--- src/rtl/status_pkt_pkg.sv ---
package status_pkt_pkg;

  localparam int unsigned BYTE_W   = 8;
  localparam int unsigned LOW_W    = 2;
  localparam int unsigned TAG_W    = BYTE_W - LOW_W;
  localparam int unsigned MAX_BITS = 26;

  typedef enum logic [1:0] {
    MODE_OFF    = 2'b00,
    MODE_SINGLE = 2'b01,
    MODE_AUTO   = 2'b10
  } rpt_mode_e;

  typedef enum logic [1:0] {
    ST_IDLE = 2'b00,
    ST_REQ  = 2'b01,
    ST_SEND = 2'b10
  } tx_state_e;

  function automatic rpt_mode_e decode_mode(input logic [1:0] code);
    case (code)
      2'b01:   decode_mode = MODE_SINGLE;
      2'b10:   decode_mode = MODE_AUTO;
      default: decode_mode = MODE_OFF;
    endcase
  endfunction

endpackage

--- src/rtl/spg_rst_sync.sv ---
module spg_rst_sync (
  input  logic clk,
  input  logic arst_n,
  output logic srst_n
);
  logic [1:0] sync_q;

  always_ff @(posedge clk or negedge arst_n) begin
    if (!arst_n) sync_q <= 2'b00;
    else         sync_q <= {sync_q[0], 1'b1};
  end

  assign srst_n = sync_q[1];
endmodule

--- src/rtl/spg_ctrl.sv ---
module spg_ctrl
  import status_pkt_pkg::*;
(
  input  logic             clk,
  input  logic             rst_n,
  input  logic             we,
  input  logic [BYTE_W-1:0] wd,
  input  logic             clr_arm,
  output rpt_mode_e        mode_o,
  output logic [TAG_W-1:0] tag_o,
  output logic             armed_o
);
  rpt_mode_e        mode_q, mode_d;
  logic [TAG_W-1:0] tag_q, tag_d;
  logic             arm_q, arm_d;

  always_comb begin
    mode_d = mode_q;
    tag_d  = tag_q;
    arm_d  = arm_q;
    if (clr_arm) arm_d = 1'b0;
    if (we) begin
      mode_d = decode_mode(wd[BYTE_W-1 -: 2]);
      tag_d  = wd[TAG_W-1:0];
      arm_d  = 1'b1;
    end
  end

  always_ff @(posedge clk or negedge rst_n) begin
    if (!rst_n) begin
      mode_q <= MODE_OFF;
      tag_q  <= '0;
      arm_q  <= 1'b0;
    end else begin
      mode_q <= mode_d;
      tag_q  <= tag_d;
      arm_q  <= arm_d;
    end
  end

  assign mode_o  = mode_q;
  assign tag_o   = tag_q;
  assign armed_o = arm_q;

  // a write lands the tag from the low six data bits on the next clock
  a_r6_tag_load: assert property (@(posedge clk) disable iff (!rst_n)
    we |=> (tag_q == $past(wd[TAG_W-1:0])));

  // the 11 code behaves as off
  a_r6_code3_off: assert property (@(posedge clk) disable iff (!rst_n)
    (we && wd[BYTE_W-1 -: 2] == 2'b11) |=> (mode_q == MODE_OFF));
endmodule

--- src/rtl/spg_change.sv ---
module spg_change #(
  parameter int unsigned WIDTH = 15
) (
  input  logic             clk,
  input  logic             rst_n,
  input  logic [WIDTH-1:0] status,
  input  logic             capture,
  output logic             differs
);
  logic [WIDTH-1:0] last_q, last_d;

  always_comb begin
    last_d = last_q;
    if (capture) last_d = status;
  end

  always_ff @(posedge clk or negedge rst_n) begin
    if (!rst_n) last_q <= '0;
    else        last_q <= last_d;
  end

  assign differs = (status != last_q);

  // a capture with status held leaves no pending difference
  a_r9_capture_clears: assert property (@(posedge clk) disable iff (!rst_n)
    (capture && $stable(status)) |=> (last_q == $past(status)));
endmodule

--- src/rtl/spg_sequencer.sv ---
module spg_sequencer
  import status_pkt_pkg::*;
#(
  parameter int unsigned WIDTH = 15
) (
  input  logic              clk,
  input  logic              rst_n,
  input  logic              go,
  input  logic [WIDTH-1:0]  status,
  input  logic [TAG_W-1:0]  tag,
  input  logic              start,
  output logic              latch_o,
  output logic              rq,
  output logic [BYTE_W-1:0] ad
);
  localparam int unsigned NB    = (WIDTH - LOW_W + BYTE_W - 1) / BYTE_W;
  localparam int unsigned PAD_W = LOW_W + BYTE_W * NB;
  localparam int unsigned IDX_W = (NB > 1) ? $clog2(NB) : 1;
  localparam logic [IDX_W-1:0] LAST_IDX = IDX_W'(NB - 1);

  tx_state_e        state_q, state_d;
  logic [IDX_W-1:0] idx_q, idx_d;
  logic [WIDTH-1:0] snap_q, snap_d;
  logic [TAG_W-1:0] tag_q, tag_d;
  logic             latch;

  logic [PAD_W-1:0]  padded;
  logic [BYTE_W-1:0] pay_bytes [NB];

  assign padded = PAD_W'(snap_q);

  for (genvar i = 0; i < NB; i++) begin : g_slice
    assign pay_bytes[i] = padded[LOW_W + BYTE_W*i +: BYTE_W];
  end

  always_comb begin
    state_d = state_q;
    idx_d   = idx_q;
    latch   = 1'b0;
    case (state_q)
      ST_IDLE: if (go) begin
        latch   = 1'b1;
        state_d = ST_REQ;
      end
      ST_REQ: if (start) begin
        state_d = ST_SEND;
        idx_d   = '0;
      end
      ST_SEND: begin
        if (idx_q == LAST_IDX) state_d = ST_IDLE;
        else                   idx_d   = idx_q + 1'b1;
      end
      default: state_d = ST_IDLE;
    endcase
  end

  always_comb begin
    snap_d = snap_q;
    tag_d  = tag_q;
    if (latch) begin
      snap_d = status;
      tag_d  = tag;
    end
  end

  always_ff @(posedge clk or negedge rst_n) begin
    if (!rst_n) begin
      state_q <= ST_IDLE;
      idx_q   <= '0;
      snap_q  <= '0;
      tag_q   <= '0;
    end else begin
      state_q <= state_d;
      idx_q   <= idx_d;
      snap_q  <= snap_d;
      tag_q   <= tag_d;
    end
  end

  always_comb begin
    case (state_q)
      ST_REQ:  ad = {tag_q, snap_q[LOW_W-1:0]};
      ST_SEND: ad = pay_bytes[idx_q];
      default: ad = '0;
    endcase
  end

  assign rq      = (state_q == ST_REQ);
  assign latch_o = latch;

  a_r3_hold_req: assert property (@(posedge clk) disable iff (!rst_n)
    (rq && !start) |=> rq);

  a_r3_drop_req: assert property (@(posedge clk) disable iff (!rst_n)
    (rq && start) |=> !rq);

  a_r10_header_stable: assert property (@(posedge clk) disable iff (!rst_n)
    (rq && !start) |=> $stable(ad));

  a_r5_idx_bound: assert property (@(posedge clk) disable iff (!rst_n)
    idx_q <= LAST_IDX);

  a_r11_idle_quiet: assert property (@(posedge clk) disable iff (!rst_n)
    (state_q == ST_IDLE) |-> (ad == '0));
endmodule

--- src/rtl/status_pkt_gen.sv ---
module status_pkt_gen
  import status_pkt_pkg::*;
#(
  parameter int unsigned PAYLOAD_BITS = 15
) (
  input  logic                    clk,
  input  logic                    rst_n,
  input  logic                    we,
  input  logic [7:0]              wd,
  input  logic [PAYLOAD_BITS-1:0] status,
  input  logic                    start,
  output logic                    rq,
  output logic [7:0]              ad
);
  logic             srst_n;
  rpt_mode_e        mode;
  logic [TAG_W-1:0] tag;
  logic             armed;
  logic             differs;
  logic             latch;
  logic             go;

  spg_rst_sync u_rst (
    .clk    (clk),
    .arst_n (rst_n),
    .srst_n (srst_n)
  );

  spg_ctrl u_ctrl (
    .clk     (clk),
    .rst_n   (srst_n),
    .we      (we),
    .wd      (wd),
    .clr_arm (latch),
    .mode_o  (mode),
    .tag_o   (tag),
    .armed_o (armed)
  );

  spg_change #(.WIDTH(PAYLOAD_BITS)) u_change (
    .clk     (clk),
    .rst_n   (srst_n),
    .status  (status),
    .capture (latch),
    .differs (differs)
  );

  always_comb begin
    case (mode)
      MODE_SINGLE: go = armed;
      MODE_AUTO:   go = armed || differs;
      default:     go = 1'b0;
    endcase
  end

  spg_sequencer #(.WIDTH(PAYLOAD_BITS)) u_seq (
    .clk     (clk),
    .rst_n   (srst_n),
    .go      (go),
    .status  (status),
    .tag     (tag),
    .start   (start),
    .latch_o (latch),
    .rq      (rq),
    .ad      (ad)
  );

  // a request only ever rises out of single or auto mode
  a_r7_off_quiet: assert property (@(posedge clk) disable iff (!srst_n)
    $rose(rq) |-> ($past(mode) != MODE_OFF));

  initial begin
    a_r5_width_range: assert (PAYLOAD_BITS >= 3 && PAYLOAD_BITS <= MAX_BITS);
  end
endmodule

--- config.mk ---
export PLATFORM = sky130hd
export DESIGN_NAME = status_pkt_gen
export DESIGN_NICKNAME = d
export VERILOG_FILES = /design/src/rtl/status_pkt_pkg.sv /design/src/rtl/spg_rst_sync.sv /design/src/rtl/spg_ctrl.sv /design/src/rtl/spg_change.sv /design/src/rtl/spg_sequencer.sv /design/src/rtl/status_pkt_gen.sv
export SDC_FILE = /design/constraint.sdc
export NUM_CORES = 1
export LEC_CHECK = 0
export BUFFER_PORTS_ARGS = -buffer_cell sky130_fd_sc_hd__buf_2
export CAP_MARGIN = 10
export CORE_MARGIN = 8
export CORE_UTILIZATION = 59
export DETAILED_ROUTE_END_ITERATION = 10
export PLACE_DENSITY = 0.84
export SYNTH_ARGS = -nofsm -noshare
export SYNTH_HDL_FRONTEND = slang
export SYNTH_SLANG_ARGS = --single-unit
--- constraint.sdc ---
create_clock -name clk -period 4 [get_ports clk]
set_clock_uncertainty 0.05 [all_clocks]
set_input_delay 1 -clock clk [delete_from_list [all_inputs] [get_ports clk]]
set_output_delay 1 -clock clk [all_outputs]
set_load 0.05 [all_outputs]
# Word-level counts from Yosys, hierarchy flattened
# Cells that the tools add are included.
[totals]
register_bits = 35
[op_classes]
n_reduce_logical = 6
n_addsub = 1
n_eq_ne = 10
magnitude_cmp = 1
muxes = 17
bitwise = 1
[ops]
columns = ["cell", "n"]
rows = [
  ["$mux W8", 3],
  ["$pmux W8 S2", 1],
  ["$ne A15 B15 Y1", 1],
  ["$eq A2 B1 Y1 const B", 3],
  ["$eq A2 B2 Y1 const B", 3],
  ["$mux W1", 6],
  ["$mux W2", 3],
  ["$pmux W2 S3", 1],
  ["$ne A2 B2 Y1 const B", 2],
  ["$pmux W1 S2", 2],
  ["$pmux W2 S2", 1],
  ["$reduce_bool A2 Y1", 2],
  ["$reduce_and A3 Y1", 1],
  ["$ge A2 B2 Y1 const B", 1],
  ["$logic_not A2 Y1", 1],
  ["$ne A2 B1 Y1 const B", 1],
  ["$not A1 Y2", 1],
  ["$reduce_and A2 Y1", 1],
  ["$add A1 B1 Y1 const B", 1],
  ["$logic_or A1 B1 Y1", 1],
]

# Depth between registers and ports, before layout
# Gate-level depths: netlist of the first run.
[logic_depth]
ltp_word = 7
ltp_mapped = 8

# Hierarchy
# From an unflattened synthesis of the first run, not the netlist that was laid out.
[hier_totals]
hier_cells = 176
area_unflattened_um2 = 2458.6
[by_module_without_submodules]
columns = ["module", "area_per_inst_um2", "n_inst", "seq_area_each_um2", "cells_per_inst"]
rows = [
  ["spg_sequencer", 1216.2, 1, 600.6, 90],
  ["spg_change", 774.5, 1, 375.4, 52],
  ["spg_ctrl", 367.9, 1, 225.2, 24],
  ["spg_rst_sync", 53.8, 1, 50.0, 3],
  ["status_pkt_gen", 46.3, 1, 0.0, 7],
]

# Worst setup path after synthesis of the first run
# Ideal clock, no wire load.
[synth_path]
path_kind = "register to output"
startpoint = "register u_seq.state_q[1]"
endpoint = "output ad[5]"
path_stages_with_launch = 6
arrival_ns = 2.089
path_slack_ns = 0.861
path_cell_list = "dfrtp_1 inv_1 ha_1 clkbuf_1 a22oi_1 nor2b_1"
[synth_between]
elab_chain_cells = 2
word_cells_on_any_way = 3
[synth_rtl]
columns = ["element", "line", "text"]
rows = [
  ["from (decl)", "spg_sequencer.sv:21", "tx_state_e state_q, state_d;"],
  ["from (signal assigned)", "spg_sequencer.sv:73", "state_q <= state_d;"],
  ["$eq A2 B1 Y1", "--", ""],
  ["net rq", "status_pkt_gen.sv:12", "output logic rq,"],
  ["$pmux W8 S2", "spg_sequencer.sv:81", "case (state_q)"],
  ["to (decl)", "status_pkt_gen.sv:13", "output logic [7:0] ad"],
]
# The timed path passes the listed nets, and every way through them passes these cells.

# Final worst setup path of the first run
[layout_path]
startpoint = "register u_seq.state_q[0]"
endpoint = "output ad[6]"
[layout_between]
elab_chain_cells = 2
word_cells_on_any_way = 3
[layout_rtl]
columns = ["element", "line"]
rows = [
  ["$eq A2 B2 Y1 or $eq A2 B1 Y1 (tied branches)", "spg_sequencer.sv:81"],
  ["$pmux W8 S2 (*)", "spg_sequencer.sv:81"],
]
# Every way passes the cells marked *; elsewhere a longest branch is shown, timed or not.

==> results.sh, run 1 <==
export IMPL_antenna_found_initial=0
export IMPL_cts_max_path_buffers=2
export IMPL_io_pins=36
export IMPL_timing_final_crit_share=0.763
export IMPL_design_die_area_sq_um=5200
export IMPL_dr_wl_met3_microns=189
export IMPL_tns_ps=0
export IMPL_ys_seq_area_frac=0.472
export IMPL_port_buffers=35
export IMPL_max_cap_violations=0
export IMPL_critPathSlowestCell="dfrtp_1"
export IMPL_crit_fanout=7
export IMPL_min_period_ps=3050
export IMPL_cp_start_kind="flip-flop"
export IMPL_overflow=0
export IMPL_insertion_delay_ps=340
export IMPL_core_area_sq_um=3030
export IMPL_ys_ff_latch=35
export IMPL_cts_tree="yes"
export IMPL_ys_top_cells_by_area="dfrtp_1 (47%), mux2_4 (15%), xor2_1 (7.1%), mux2_2 (4.9%), ha_1 (3.4%)"
export IMPL_ys_types=28
export IMPL_ys_flop_type="dfrtp_1"
export IMPL_synth_largest_area_cell="dfrtp_1"
export IMPL_path_buf_inv=3
export IMPL_crit_top_cell="inv_1"
export IMPL_fin_hold_ws_ps=199
export IMPL_syn_inst=146
export IMPL_fp_dieH_microns=72.1
export IMPL_yosysTopAreaCellShare=0.472
export IMPL_end_kind="primary output"
export IMPL_synth_edff_count=0
export IMPL_grt_pass1_wl_microns=6200
export IMPL_power_share_switching=0.364
export IMPL_setup_viol=0
export IMPL_crit_arrival_ps=2000
export IMPL_die_width_microns=72.1
export IMPL_cp_top_family="buffers and inverters"
export IMPL_p_int_uw=874
export IMPL_grt_max_degree=34
export IMPL_wire_per_inst_microns=16.2
export IMPL_placementRows=20
export IMPL_synthToLayoutAreaGrowth_pct=13.8
export IMPL_postCtsHoldBufs=0
export IMPL_root_buffer="clkbuf_4"
export IMPL_p_switching_uw=499
export IMPL_met2_length_microns=1850
export IMPL_cts_made_buffers=5
export IMPL_place_area_sq_um=2040
export IMPL_num_fill_cells=235
export IMPL_wl_met1_microns=1590
export IMPL_cpPeakStageDelay_ps=400
export IMPL_synth_nets=178
export IMPL_post_cts_buffers=0
export IMPL_htree_levels=2
export IMPL_combPwrFrac=0.403
export IMPL_start_util=0.613
export IMPL_avgSynthCellArea_sq_um=12.7
export IMPL_hp_class="reg -> async"
export IMPL_status="complete, no violations"
export IMPL_synth_cell_area_sq_um=1860
export IMPL_gp_congestion=0.816
export IMPL_drc=0
export IMPL_dpl_hpwl_microns=2840
export IMPL_top_layer_used="met4"
export IMPL_ant_nets=0
export IMPL_grt_pass1_vias=1372
export IMPL_grt_setup_unrepaired="no"
export IMPL_p_seq_frac=0.438
export IMPL_diodes=0
export IMPL_p_leak_nw=1.09
export IMPL_ys_warn_count=0
export IMPL_drt_wl_total_microns=3720
export IMPL_viasPerCell=5.39
export IMPL_cts_reportedPaths_clkPinSlew_ps=120
export IMPL_cp_data_required_time_ps=2950
export IMPL_ir_worst_vdd_mv=0.286
export IMPL_p_per_area_nw_per_um2=651
export IMPL_cts_resized=0
export IMPL_finalHoldViolations=0
export IMPL_async_reset_ff_frac=1.00
export IMPL_slew_violations=0
export IMPL_fin_ws_ps=948
export IMPL_num_vias=1235
export IMPL_drtIter0Drc=82
export IMPL_worstPathCellList="inv_1 -> ha_1 -> inv_1 -> nor2_1 -> a22oi_1 -> nor2b_1 -> buf_2"
export IMPL_path_class="reg -> out"
export IMPL_first_pass_iters=4
export IMPL_drive_gt1_frac=0.395
export IMPL_timing_fmax_mhz=328
export IMPL_final_area_sq_um=2110
export IMPL_place_ws_ps=807
export IMPL_clkSinkCount=35
export IMPL_globalRouteTotalUtil=0.152
export IMPL_clockPowerShare=0.159
export IMPL_nets=216
[sequential cells by signal, indices dropped and copies added, names as in the netlist]
| register | flops |
|---|---|
| u_seq.tag_q | 6 |
| u_ctrl.tag_o | 6 |
| u_ctrl.armed_o | 1 |
| u_seq.snap_q | 15 |
| u_seq.state_q | 2 |
| u_ctrl.mode_o | 2 |
| u_rst.sync_q | 2 |
| u_seq.idx_q | 1 |
[worst paths after layout]
check	start	endpoint	slack, ps	cells after the start
setup / recovery	u_seq.state_q[0]	ad[6]	950	7
min in group clk	u_rst.sync_q[0]	u_rst.sync_q[1]	310	0
setup reg to reg	u_seq.snap_q[4]	u_seq.tag_q[2]	1450	6
max in group asynchronous	u_rst.sync_q[1]	u_ctrl.tag_o[1]	3400	1
hold / removal	u_rst.sync_q[1]	u_seq.snap_q[12]	200	1
hold reg to reg	u_rst.sync_q[1]	u_seq.snap_q[12]	200	1
[cell type report]
type | instances | area, sq um | area share
Clock buffer | 8 | 68.8 | 0.0326
Sequential cell | 35 | 876 | 0.415
Multi-Input combinational cell | 100 | 906 | 0.429
Tap cell | 44 | 55.1 | 0.0261
Inverter | 6 | 22.5 | 0.0107
Timing Repair Buffer | 36 | 183 | 0.0865
[per-layer routing]
metal	up-vias	GRT usage
met5	-	0
met4	0	0.0748
met3	11	0.0496
met2	31	0.252
met1	616	0.170
li1	577	-
[cell usage after synthesis (all sizes together) (3+ instances only)]
| cell type | instances |
|---|---|
| and2 | 5 |
| dfrtp | 35 |
| ha | 5 |
| nand2b | 3 |
| nor2b | 3 |
| o21ai | 8 |
| clkbuf | 3 |
| mux2i | 5 |
| nand2 | 8 |
| inv | 6 |
| a22oi | 3 |
| mux2 | 27 |
| nor4 | 4 |
| xor2 | 15 |
[cell usage in the layout, fill, tap and decap left out, types with 2 or more instances in the layout]
cell	n
a21oi_1	2
a22oi_1	3
and2_1	5
buf_2	35
clkbuf_4	5
clkbuf_8	2
dfrtp_1	35
ha_1	5
inv_1	6
mux2_2	8
mux2_4	19
mux2i_1	5
nand2_1	8
nand2b_1	2
nand3b_1	2
nor2_1	2
nor2b_1	3
nor4_1	4
o21ai_0	8
xor2_1	15
[power groups by stage]
stage               registers [mW]  clock network, mW  logic, mW
CTS                          0.601              0.220      0.557
floorplan                    0.570                  0      0.466
global route                 0.617              0.235      0.596
detailed placement           0.608                  0      0.555
finish                       0.601              0.218      0.554
global placement             0.597                  0      0.528
[logic make-up after synthesis]
kind of cell / Yosys count / synth area share
flip-flops: 35 / 0.472
multiplexers: 32 / 0.229
AND/OR/NAND/NOR: 29 / 0.0904
AO/OA/AOI/OAI: 18 / 0.0620
XOR/XNOR: 15 / 0.0708
buffers and inverters: 11 / 0.0398
adder cells (fa/ha/maj): 5 / 0.0337
other: 1 / 0.00202
[through the flow]
step,util,std cells,power (mW)
2_1_floorplan,-,146,1.04
3_3_place_gp,0.674,221,1.12
3_5_place_dp,0.674,221,1.16
4_1_cts,0.697,229,1.38
5_1_grt,0.697,229,1.45
6_report,0.697,229,1.37
No activity file was read; power rests on OpenSTA's default activity.
==> inputs of run 2 (changes only) <==
CORE_UTILIZATION = 49   (was 59)
PLACE_DENSITY = 0.75   (was 0.84)
clock period = 2.47 ns   (was 4 ns; I/O delays follow)
==> run 2 against run 1 <==
  * Combinational power increased by 74%
  * Via count increased by 0.65%
  * Power increased by 79%
  * Register-to-register slack got worse by 1200 ps
  * Final area increased by 7.2%
  * Sequential cell count unchanged
  * Global-route usage decreased by 2.5 points
  * Critical path type unchanged
  * Critical endpoint is now ad[5]
  * Largest power group unchanged
==> results.sh, run 2 (synthesis results as in run 1) <==
export IMPL_status="complete, no violations"
export IMPL_drive_gt1_frac=0.455
export IMPL_cts_tree="yes"
export IMPL_final_area_sq_um=2260
export IMPL_root_buffer="clkbuf_8"
export IMPL_cts_max_path_buffers=2
export IMPL_antenna_found_initial=0
export IMPL_htree_levels=2
export IMPL_slew_violations=0
export IMPL_synthToLayoutAreaGrowth_pct=21.9
export IMPL_mostFrequentLayoutCells="dfrtp_1 (35), buf_2 (32), mux2_4 (19)"
export IMPL_timing_final_crit_share=0.972
export IMPL_cpPeakStageDelay_ps=400
export IMPL_cp_start_kind="flip-flop"
export IMPL_grt_max_degree=34
export IMPL_max_cap_violations=0
export IMPL_place_area_sq_um=2110
export IMPL_place_ws_ps=-48.6
export IMPL_crit_arrival_ps=1730
export IMPL_path_class="reg -> out"
export IMPL_overflow=0
export IMPL_placementRows=22
export IMPL_drc=0
export IMPL_postCtsHoldBufs=0
export IMPL_globalRouteTotalUtil=0.127
export IMPL_final_common_cell="dfrtp_1"
export IMPL_port_buffers=35
export IMPL_io_pins=36
export IMPL_num_fill_cells=290
export IMPL_p_per_area_nw_per_um2=1090
export IMPL_cts_made_buffers=5
export IMPL_largest_reg_flops=15
export IMPL_grt_pass1_wl_microns=6200
export IMPL_ant_nets=0
export IMPL_drtIter0Drc=44
export IMPL_insertion_delay_ps=280
export IMPL_nets=220
export IMPL_total_power_mw=2.46
export IMPL_grt_setup_unrepaired="no"
export IMPL_fp_dieH_microns=77.5
export IMPL_timing_fmax_mhz=417
export IMPL_diodes=0
export IMPL_worstPathCellList="inv_1 -> ha_1 -> inv_2 -> nor2_4 -> a22oi_1 -> nor2b_4 -> buf_4"
export IMPL_start_util=0.507
export IMPL_top_register="u_seq.snap_q"
export IMPL_gp_congestion=0.755
export IMPL_crit_fanout=7
export IMPL_viasPerCell=5.24
export IMPL_drt_wl_total_microns=3730
export IMPL_p_leak_nw=1.14
export IMPL_final_util=0.618
export IMPL_setup_viol=0
export IMPL_clkSinkCount=35
export IMPL_min_period_ps=2400
export IMPL_num_vias=1243
export IMPL_ir_worst_vdd_mv=0.507
export IMPL_critPathSlowestCell="dfrtp_1"
export IMPL_r2r_cells=7
export IMPL_dpl_hpwl_microns=2910
export IMPL_hp_class="in -> async"
export IMPL_cts_reportedPaths_clkPinSlew_ps=70
export IMPL_fin_hold_ws_ps=56.6
export IMPL_first_pass_iters=5
export IMPL_end_kind="primary output"
export IMPL_die_width_microns=77.5
export IMPL_cp_data_required_time_ps=1800
export IMPL_finalHoldViolations=0
export IMPL_fin_ws_ps=70.0
export IMPL_core_area_sq_um=3660
export IMPL_design_die_area_sq_um=6010
export IMPL_wire_per_inst_microns=15.8
export IMPL_grt_pass1_vias=1368
## run 2: changes by cell type in the layout (fill, tap and decap cells not counted), sizes merged
cell,change
buf,+4
bufinv,+1
clkinv,+2
clkbuf,-3
## run 2: routing by layer
metal | global-route usage | share of wire | wire, microns | vias to the layer above
li1 | - | - | - | 591
met1 | 0.142 | 0.43 | 1610 | 607
met5 | 0 | 0 | 0 | -
met2 | 0.216 | 0.49 | 1840 | 40
met3 | 0.0484 | 0.067 | 252 | 5
met4 | 0.0453 | 0.010 | 38 | 0
## run 2: final cells by class
| cell class | instances | area [sq um] | share of cell area |
|---|---|---|---|
| inverters | 6 | 22.5 | 0.00996 |
| clock inverters | 3 | 43.8 | 0.0194 |
| flip-flops and latches | 35 | 876 | 0.387 |
| multi-input cells | 100 | 958 | 0.424 |
| clock buffers | 5 | 68.8 | 0.0304 |
| well taps | 48 | 60.1 | 0.0265 |
| repair buffers | 40 | 233 | 0.103 |
## run 2: worst max-delay path: cells and delay by family, from the launching register on
| kind | cells | cell delay [ps] |
|---|---|---|
| AO/OA/AOI/OAI | 1 | 250 |
| adder cells (fa/ha/maj) | 1 | 240 |
| buffers and inverters | 3 | 440 |
| flip-flops | 1 | 400 |
| AND/OR/NAND/NOR | 2 | 120 |
## run 2: where the power goes
part / internal (mW) / total (mW) / switching, mW
logic: 0.519 / 0.962 / 0.443
clock network: 0.300 / 0.505 / 0.205
registers: 0.782 / 0.992 / 0.211
total: 1.60 / 2.46 / 0.859
## run 2: timing repair
| item | CTS | global route |
|---|---|---|
| setup buffers | 0 | 0 |
| resized for setup | 4 | 5 |
| endpoints found under the hold margin | 0 | 0 |
| endpoints found under the setup margin | 3 | 5 |
## run 2: final timing paths
path	from	endpoint	slack [ps]
min in group clk	u_rst.sync_q[0]	u_rst.sync_q[1]	310
max	u_seq.state_q[0]	ad[5]	70
min reg2reg	u_rst.sync_q[1]	u_seq.state_q[0]	220
max in group asynchronous	u_rst.sync_q[1]	u_ctrl.tag_o[5]	1860
max reg2reg	u_seq.snap_q[4]	u_seq.snap_q[2]	230
min	rst_n	u_rst.sync_q[1]	60
## run 2: per-stage QoR
stage                     setup TNS (ps)  cells
after global routing                   0    237
final                                  0    237
after floorplan                        0    146
after CTS                              0    237
after global placement              -217    229
after detailed placement            -713    229
==> inputs of run 3 (changes only) <==
CORE_MARGIN = 2   (was 8)
==> run 3 against run 2 <==
  * First-iteration DRC count is 16% higher
  * Sequential power down 0.6%
  * Sequential share of layout area rose by 0.15 points
  * Highest routed layer unchanged
  * Clock-buffer cell count grew 1
==> results.sh, run 3 (synthesis results as in run 1) <==
export IMPL_status="complete, no violations"
export IMPL_diodes=0
export IMPL_min_period_ps=2350
export IMPL_die_width_microns=65.5
export IMPL_p_per_area_nw_per_um2=1040
export IMPL_cpPeakStageDelay_ps=380
export IMPL_worstPathCellList="inv_1 -> ha_2 -> inv_1 -> buf_4 -> o21ai_0 -> and2_1 -> buf_4"
export IMPL_core_area_sq_um=3660
export IMPL_ir_worst_vdd_mv=0.452
export IMPL_worstMarginPinSlew_ps=617
export IMPL_final_common_cell="dfrtp_1"
export IMPL_drtIter0Drc=51
export IMPL_first_pass_iters=4
export IMPL_grt_max_degree=21
export IMPL_place_ws_ps=-98.6
export IMPL_slew_violations=0
export IMPL_root_buffer="clkbuf_8"
export IMPL_cp_top_family="buffers and inverters"
export IMPL_gp_congestion=0.765
export IMPL_synthToLayoutAreaGrowth_pct=21.4
export IMPL_postCtsHoldBufs=0
export IMPL_hp_class="in -> async"
export IMPL_path_buf_inv=4
export IMPL_regToRegStartpoint="u_seq.snap_q[4]"
export IMPL_end_kind="primary output"
export IMPL_cp_start_kind="flip-flop"
export IMPL_p_leak_nw=1.13
export IMPL_fin_hold_ws_ps=61.7
export IMPL_critPathSlowestCell="dfrtp_1"
export IMPL_htree_levels=2
export IMPL_timing_final_crit_share=0.952
export IMPL_ant_nets=0
export IMPL_path_class="reg -> out"
export IMPL_finalHoldViolations=0
export IMPL_overflow=0
export IMPL_top_register="u_seq.snap_q"
export IMPL_clkSinkCount=35
export IMPL_crit_fanout=6
export IMPL_placementRows=22
export IMPL_multiInputGateArea_sq_um=941
export IMPL_largest_reg_flops=15
export IMPL_design_die_area_sq_um=4290
export IMPL_cts_max_path_buffers=2
export IMPL_final_util=0.616
export IMPL_rrSetupSlack_ps=220
export IMPL_timing_fmax_mhz=425
export IMPL_fp_dieH_microns=65.5
export IMPL_placed_cells=230
export IMPL_globalRouteTotalUtil=0.186
export IMPL_crit_arrival_ps=1680
export IMPL_dpl_hpwl_microns=2710
export IMPL_num_fill_cells=308
export IMPL_post_cts_buffers=0
export IMPL_port_buffers=35
export IMPL_antenna_found_initial=0
export IMPL_nets=221
export IMPL_drt_wl_total_microns=3520
export IMPL_cts_tree="yes"
export IMPL_viasPerCell=5.09
export IMPL_r2r_end="u_seq.tag_q[2]"
export IMPL_register_area_sq_um=876
export IMPL_setup_viol=0
export IMPL_wire_per_inst_microns=14.8
export IMPL_drc=0
export IMPL_max_cap_violations=0
export IMPL_grt_pass1_wl_microns=5990
export IMPL_io_pins=36
export IMPL_mostFrequentLayoutCells="dfrtp_1 (35), buf_2 (27), mux2_4 (19)"
export IMPL_start_util=0.507
export IMPL_cts_reportedPaths_clkPinSlew_ps=70
export IMPL_cts_made_buffers=5
export IMPL_fin_ws_ps=118
export IMPL_drive_gt1_frac=0.442
export IMPL_grt_pass1_vias=1313
export IMPL_final_cells=238
export IMPL_insertion_delay_ps=280
export IMPL_num_vias=1211
export IMPL_relSlewSlack=0.589
export IMPL_grt_setup_unrepaired="yes"
export IMPL_r2r_cells=7
export IMPL_cp_data_required_time_ps=1800
run 3: cell count changes in the layout (fill, tap and decap cells not counted), sizes merged:
cell,before,now
buf,40,38
clkinv,2,1
clkbuf,5,9
bufinv,1,0
clkinvlp,0,1
run 3: final cells by class:
| type | instances | share of cell area |
|---|---|---|
| Inverter | 6 | 0.00999 |
| Clock inverter | 2 | 0.00555 |
| Sequential cell | 35 | 0.389 |
| Multi-Input combinational cell | 100 | 0.418 |
| Clock buffer | 6 | 0.0322 |
| Timing Repair Buffer | 41 | 0.119 |
| Tap cell | 48 | 0.0267 |
run 3: layer usage:
metal  track usage  share of wire
met5             0              0
met4        0.0599         0.0028
met3        0.0531          0.045
met2         0.328           0.49
met1         0.218           0.46
run 3: report_power, final:
group | leakage, nW | total [mW] | internal [mW] | switching (mW)
clock network | 0.0412 | 0.392 | 0.197 | 0.195
registers | 0.416 | 0.986 | 0.782 | 0.205
logic | 0.670 | 0.971 | 0.538 | 0.432
total | 1.13 | 2.35 | 1.52 | 0.832
run 3: what timing repair did:
item | in CTS | in global routing
gates resized for setup | 1 | 16
endpoints found under the setup margin | 3 | 8
pin swaps | 0 | 0
gates cloned | 0 | 0
run 3: worst max path at each step:
stage | from | slack (ps) | depth (start not counted) | to
finish | u_seq.state_q[0] | 120 | 7 | ad[2]
global route | u_seq.state_q[0] | -6 | 7 | ad[1]
CTS | u_seq.state_q[0] | 40 | 7 | ad[1]
detailed placement | status[4] | -100 | 8 | u_seq.tag_q[2]
global placement | status[4] | -40 | 8 | u_seq.tag_q[1]
floorplan | u_seq.state_q[1] | 140 | 6 | ad[0]
run 3: stage by stage:
stage | setup TNS (ps) | total power, mW | instance area (sq um)
2_1_floorplan | 0 | 1.71 | 1880
3_3_place_gp | -514 | 1.90 | 2130
3_5_place_dp | -1410 | 1.93 | 2130
4_1_cts | 0 | 2.34 | 2220
5_1_grt | -6.43 | 2.50 | 2250
6_report | 0 | 2.35 | 2250
run 3: worst reg2reg max path: cells and delay by family, from the launching register on:
family          cells  cell delay, ps
compound gates      1             250
xor+xnor            1             180
buf+inv             1             140
flops               1             420
mux                 1             340
simple gates        3             780
